**src/rtl/qb_pkg.sv**
```systemverilog
package qb_pkg;
    localparam int N_PLAYERS = 4;
    localparam int SEG_W     = 7;

    typedef struct packed {
        logic                 armed;
        logic                 host_prev;
        logic [N_PLAYERS-1:0] winner;
        logic [N_PLAYERS-1:0] dq;
    } qb_state_t;
endpackage

```
**src/rtl/qb_sync.sv**
```systemverilog
module qb_sync #(
    parameter int WIDTH  = 5,
    parameter int STAGES = 2
) (
    input  logic             clk,
    input  logic             rst,
    input  logic [WIDTH-1:0] async_in,
    output logic [WIDTH-1:0] sync_out
);
    logic [STAGES-1:0][WIDTH-1:0] chain_q;
    logic [STAGES-1:0][WIDTH-1:0] chain_d;

    always_comb begin
        chain_d[0] = async_in;
        for (int s = 1; s < STAGES; s++) begin
            chain_d[s] = chain_q[s-1];
        end
    end

    always_ff @(posedge clk) begin
        if (rst) chain_q <= '0;
        else     chain_q <= chain_d;
    end

    assign sync_out = chain_q[STAGES-1];
endmodule

```
**src/rtl/qb_pick.sv**
```systemverilog
module qb_pick #(
    parameter int WIDTH = 4
) (
    input  logic [WIDTH-1:0] req,
    output logic [WIDTH-1:0] grant
);
    always_comb begin
        grant = '0;
        for (int i = WIDTH-1; i >= 0; i--) begin
            if (req[i]) grant = WIDTH'(1) << i;
        end
    end

    always_comb begin
        assert (grant == '0 || $onehot(grant))
            else $error("a_r8_pick_onehot");
        assert ((grant & ~req) == '0)
            else $error("a_r8_pick_subset");
    end
endmodule

```
**src/rtl/qb_digit.sv**
```systemverilog
module qb_digit
    import qb_pkg::*;
(
    input  logic [N_PLAYERS-1:0] code,
    output logic [SEG_W-1:0]     seg
);
    always_comb begin
        unique case (code)
            4'b0001: seg = 7'b0000110;
            4'b0010: seg = 7'b1011011;
            4'b0100: seg = 7'b1001111;
            4'b1000: seg = 7'b1100110;
            default: seg = '0;
        endcase
    end

    always_comb begin
        if (code == '0) assert (seg == '0) else $error("a_r10_blank_idle");
    end
endmodule

```
**src/rtl/quiz_lockout.sv**
```systemverilog
module quiz_lockout
    import qb_pkg::*;
#(
    parameter int SYNC_STAGES = 2
) (
    input  logic                 clk,
    input  logic                 rst,
    input  logic                 host_btn,
    input  logic [N_PLAYERS-1:0] player_btn,
    output logic                 armed,
    output logic                 locked,
    output logic [N_PLAYERS-1:0] winner,
    output logic [SEG_W-1:0]     seg
);
    localparam int SYNC_W = N_PLAYERS + 1;

    logic [SYNC_W-1:0]    sync_v;
    logic                 host_s;
    logic [N_PLAYERS-1:0] ply_s;
    logic [N_PLAYERS-1:0] elig;
    logic [N_PLAYERS-1:0] grant;
    logic                 host_rise;
    qb_state_t            st_q, st_d;

    qb_sync #(.WIDTH(SYNC_W), .STAGES(SYNC_STAGES)) u_sync (
        .clk      (clk),
        .rst      (rst),
        .async_in ({host_btn, player_btn}),
        .sync_out (sync_v)
    );

    assign host_s = sync_v[SYNC_W-1];
    assign ply_s  = sync_v[N_PLAYERS-1:0];
    assign elig   = ply_s & ~st_q.dq;

    qb_pick #(.WIDTH(N_PLAYERS)) u_pick (
        .req   (elig),
        .grant (grant)
    );

    assign host_rise = host_s & ~st_q.host_prev;

    always_comb begin
        st_d           = st_q;
        st_d.host_prev = host_s;
        if (!st_q.armed) begin
            st_d.dq = st_q.dq | ply_s;
            if (host_rise) st_d.armed = 1'b1;
        end else if (host_rise) begin
            st_d.armed  = 1'b0;
            st_d.winner = '0;
            st_d.dq     = '0;
        end else if (st_q.winner == '0) begin
            st_d.winner = grant;
        end
    end

    always_ff @(posedge clk) begin
        if (rst) st_q <= '0;
        else     st_q <= st_d;
    end

    assign armed  = st_q.armed;
    assign winner = st_q.winner;
    assign locked = |st_q.winner;

    qb_digit u_digit (
        .code (st_q.winner),
        .seg  (seg)
    );

    a_r1_reset_clear: assert property (@(posedge clk)
        rst |=> (st_q.armed == 1'b0 && st_q.winner == '0 && st_q.dq == '0));

    a_r3_toggle: assert property (@(posedge clk) disable iff (rst)
        host_rise |=> (st_q.armed != $past(st_q.armed)));

    a_r3_no_toggle: assert property (@(posedge clk) disable iff (rst)
        !host_rise |=> $stable(st_q.armed));

    a_r4_onehot: assert property (@(posedge clk) disable iff (rst)
        $onehot0(st_q.winner));

    a_r5_hold: assert property (@(posedge clk) disable iff (rst)
        (st_q.winner != '0 && !host_rise) |=> $stable(st_q.winner));

    a_r6_dq_blocks: assert property (@(posedge clk) disable iff (rst)
        (st_q.armed && st_q.winner == '0 && !host_rise)
            |=> ((st_q.winner & $past(st_q.dq)) == '0));

    a_r9_close_clears: assert property (@(posedge clk) disable iff (rst)
        (st_q.armed && host_rise) |=> (st_q.winner == '0 && st_q.dq == '0));

    a_r11_idle_no_win: assert property (@(posedge clk) disable iff (rst)
        (!st_q.armed) |=> (st_q.winner == '0));
endmodule

```
**config.mk**
```make
export PLATFORM = sky130hd
export DESIGN_NAME = quiz_lockout
export DESIGN_NICKNAME = d
export VERILOG_FILES = /design/src/rtl/qb_pkg.sv /design/src/rtl/qb_sync.sv /design/src/rtl/qb_pick.sv /design/src/rtl/qb_digit.sv /design/src/rtl/quiz_lockout.sv
export SDC_FILE = /design/constraint.sdc
export NUM_CORES = 1
export LEC_CHECK = 0
export BUFFER_PORTS_ARGS = -buffer_cell sky130_fd_sc_hd__buf_2
export CAP_MARGIN = 20
export CORE_MARGIN = 1.5
export CORE_UTILIZATION = 35
export DETAILED_ROUTE_END_ITERATION = 16
export GPL_TIMING_DRIVEN = 0
export MAX_ROUTING_LAYER = met4
export PLACE_DENSITY = 0.58
export SETUP_SLACK_MARGIN = 0.3
export SKIP_CTS_REPAIR_TIMING = 1
export SYNTH_ARGS = -nofsm -noshare
export SYNTH_HDL_FRONTEND = slang
export SYNTH_HIERARCHICAL = 1
export SYNTH_SLANG_ARGS = --single-unit
```
**constraint.sdc**
```tcl
create_clock -name clk -period 2.1 [get_ports clk]
set_input_delay 0.105 -clock clk [delete_from_list [all_inputs] [get_ports clk]]
set_output_delay 0.105 -clock clk [all_outputs]
set_load 0.02 [all_outputs]
```
==> flow_summary.ini <==
[cells_and_area]
final_core_util_pct = 44.6
final_nets = 114
mostFrequentLayoutCells = dfxtp_1, buf_2, nor2b_1
nFillCells = 216
n_antenna_cell = 0
layout_commonest_cell = dfxtp_1
syn_to_final_growth_pct = 20.5
drive_above_1_share_pct = 32.4

[worst_setup_path]
critical_path.cell_chain = or4b_4 > o211ai_1 > buf_2
worst-setup-path-type = reg2out
required_ns = 2.00
slowest_stage = dfxtp_1
max_stage_delay_ns = 0.51
start_kind = register
path_max_fanout = 8
critical_path.top_delay_family = flip-flops
crit_path_end_kind = output pin
cp.arrival_ns = 1.59
path_buf_inv = 1

[sta]
timing.final.crit_period_ns = 1.70
skew_ns = 0.00361
rsz0062_at_grt = no
setup_viol = 0
relSlewSlack_pct = 74.6
drv_slew = 0
fmax_mhz = 588
fin_setup_tns_ns = 0
period_share_pct = 80.9
worst_pin_slew_ns = 0.381
final_hold_viol_count = 0

[hold_path]
worstHoldPathType = in2reg

[yosys]
syn_nets = 90
yosys.area_share.simple_pct = 28.2
synth-compound-area-share_pct = 10.8
synth_top_family_by_area = simple AND/OR/NAND/NOR gates
yosysTopAreaCellShare_pct = 49.4
synth.area.mux_share_pct = 0
syn_inst = 82
avgSynthCellArea_um2 = 9.89
synth-seq-cells = 20
ys_top_cells_by_area = dfxtp_1, nor2b_1, buf_4
synth_xor_xnor_area_share_pct = 2.16
synth_area_um2 = 811
yosys_warnings = 6
synth_fa_ha_area_share_pct = 1.54
synth.distinct_cells = 24
yosysSeqAreaShare_pct = 49.4
synth_top_area_cell = dfxtp_1

[die]
die-area_um2 = 2610
start_util_pct = 37.0
boundaryPins = 20
fp.coreArea_um2 = 2190
die_h_um = 51.1
die_x_um = 51.1
fp-row-count = 17

[drt]
antenna_left = 0
finalWirelength_um = 1170
dr.pass1.iters = 3
via_count = 590
post_drt_wl_per_cell_um = 8.79
first_iter_violations = 8
drc = 0
vias_per_cell = 4.44

[clocking]
cts_buffer_depth = 2
htree_levels = 1
cts_buffers = 3
clkLatencyLatePin_ns = 0.29
clock_sinks = 20
path_clk_slew_ns = 0.11
cts_root_buffer = clkbuf_4
tritoncts = done

[grt]
grt_pass1_wl_um = 1960
grt_pass1_vias = 467
grt_max_degree = 15
grt_overflow = 0
antenna_found_initial = 0
globalRouteTotalUtil_pct = 9.97

[pwr]
p_leak_nw = 0.463
peakVddDrop_uv = 460
p_per_area_nw_per_um2 = 696

[status]
run_status = completed

[placement]
dpl.hpwl_um = 857
finalWeightedCongestion = 0.724
io_buffer_count = 19

[flow_run]
cap_violations = 0
-- layout make-up --
class,count,area (um2),share of cell area (%)
clock buffer,4,36.3,3.71
timing repair buffer,19,95.1,9.73
sequential,20,400,41.0
inverter,5,18.8,1.92
buffer,6,45.0,4.61
tap,28,35.0,3.59
multi-input combinational,51,347,35.5
-- cells by family after synthesis --
kind of cell               Yosys count
AOI/OAI and AO/OA                   14
adders and majority gates            1
DFF                                 20
xor gates and xnor gates             2
buffers and inverters               11
and+or+nand+nor                     34
-- synthesized netlist by cell type --
cell type and count:
a31oi_1 4, a211oi_1 1, nor2b_1 15, dfxtp_1 20, nor2_1 9, nor3b_1 2
a21o_1 1, xnor2_1 2, o21ai_0 1, a21oi_1 4, ha_1 1, nand2b_1 1
or2_2 1, o21a_1 1, or4b_1 1, o211ai_1 1, nor3_1 1, and2b_2 1
o21bai_1 1, inv_1 5, nor4b_2 1, or4b_4 1, buf_4 6, nor4_4 1
-- worst register-to-register path: cells and delay by family, from the launching register on --
family / cells / cell delay [ns]
AND/OR/NAND/NOR: 2 / 0.51
AO/OA/AOI/OAI: 1 / 0.13
flip-flops: 1 / 0.44
-- worst paths after layout --
check                           cells past startpoint               from                 end  slack [ns]
worst max-delay path                                3          winner[1]              seg[1]        0.40
worst min-delay path                                2      player_btn[2]   u_sync/chain_d[7]        0.01
worst max register to register                      3          winner[3]           winner[0]        0.97
worst min register to register                      1  u_sync/chain_d[7]  u_sync/sync_out[2]        0.45
-- sequential cells by signal (all words and copies together), names as in the netlist --
register,flops
winner,4
st_q,5
u_sync/sync_out,5
armed,1
u_sync/chain_d,5
-- through the flow --
step	instances	hold WS, ns	setup WS (ns)	area, um2	power, mW
after CTS	133	0.00984	0.383	977	0.689
after detailed placement	129	0.318	0.719	941	0.475
after global routing	133	0.00771	0.334	977	0.720
final	133	0.0135	0.401	977	0.680
after global placement	129	0.312	0.737	941	0.473
after floorplan	82	0.172	0.639	811	0.454
-- routing by layer --
layer / up-vias / GRT usage, % / share of wire [%]
met5: - / - / 0
met2: 16 / 16.5 / 44
met3: 2 / 2.05 / 6.3
li1: 314 / - / -
met4: 0 / 4.05 / 0.34
met1: 258 / 11.9 / 49
-- power by group --
group	switching [mW]	internal, mW	total [mW]
Combinational	0.0314	0.0293	0.0606
Sequential	0.00942	0.395	0.404
Clock	0.109	0.105	0.215
Total	0.150	0.530	0.680
Power figures use the tool's default switching activity.
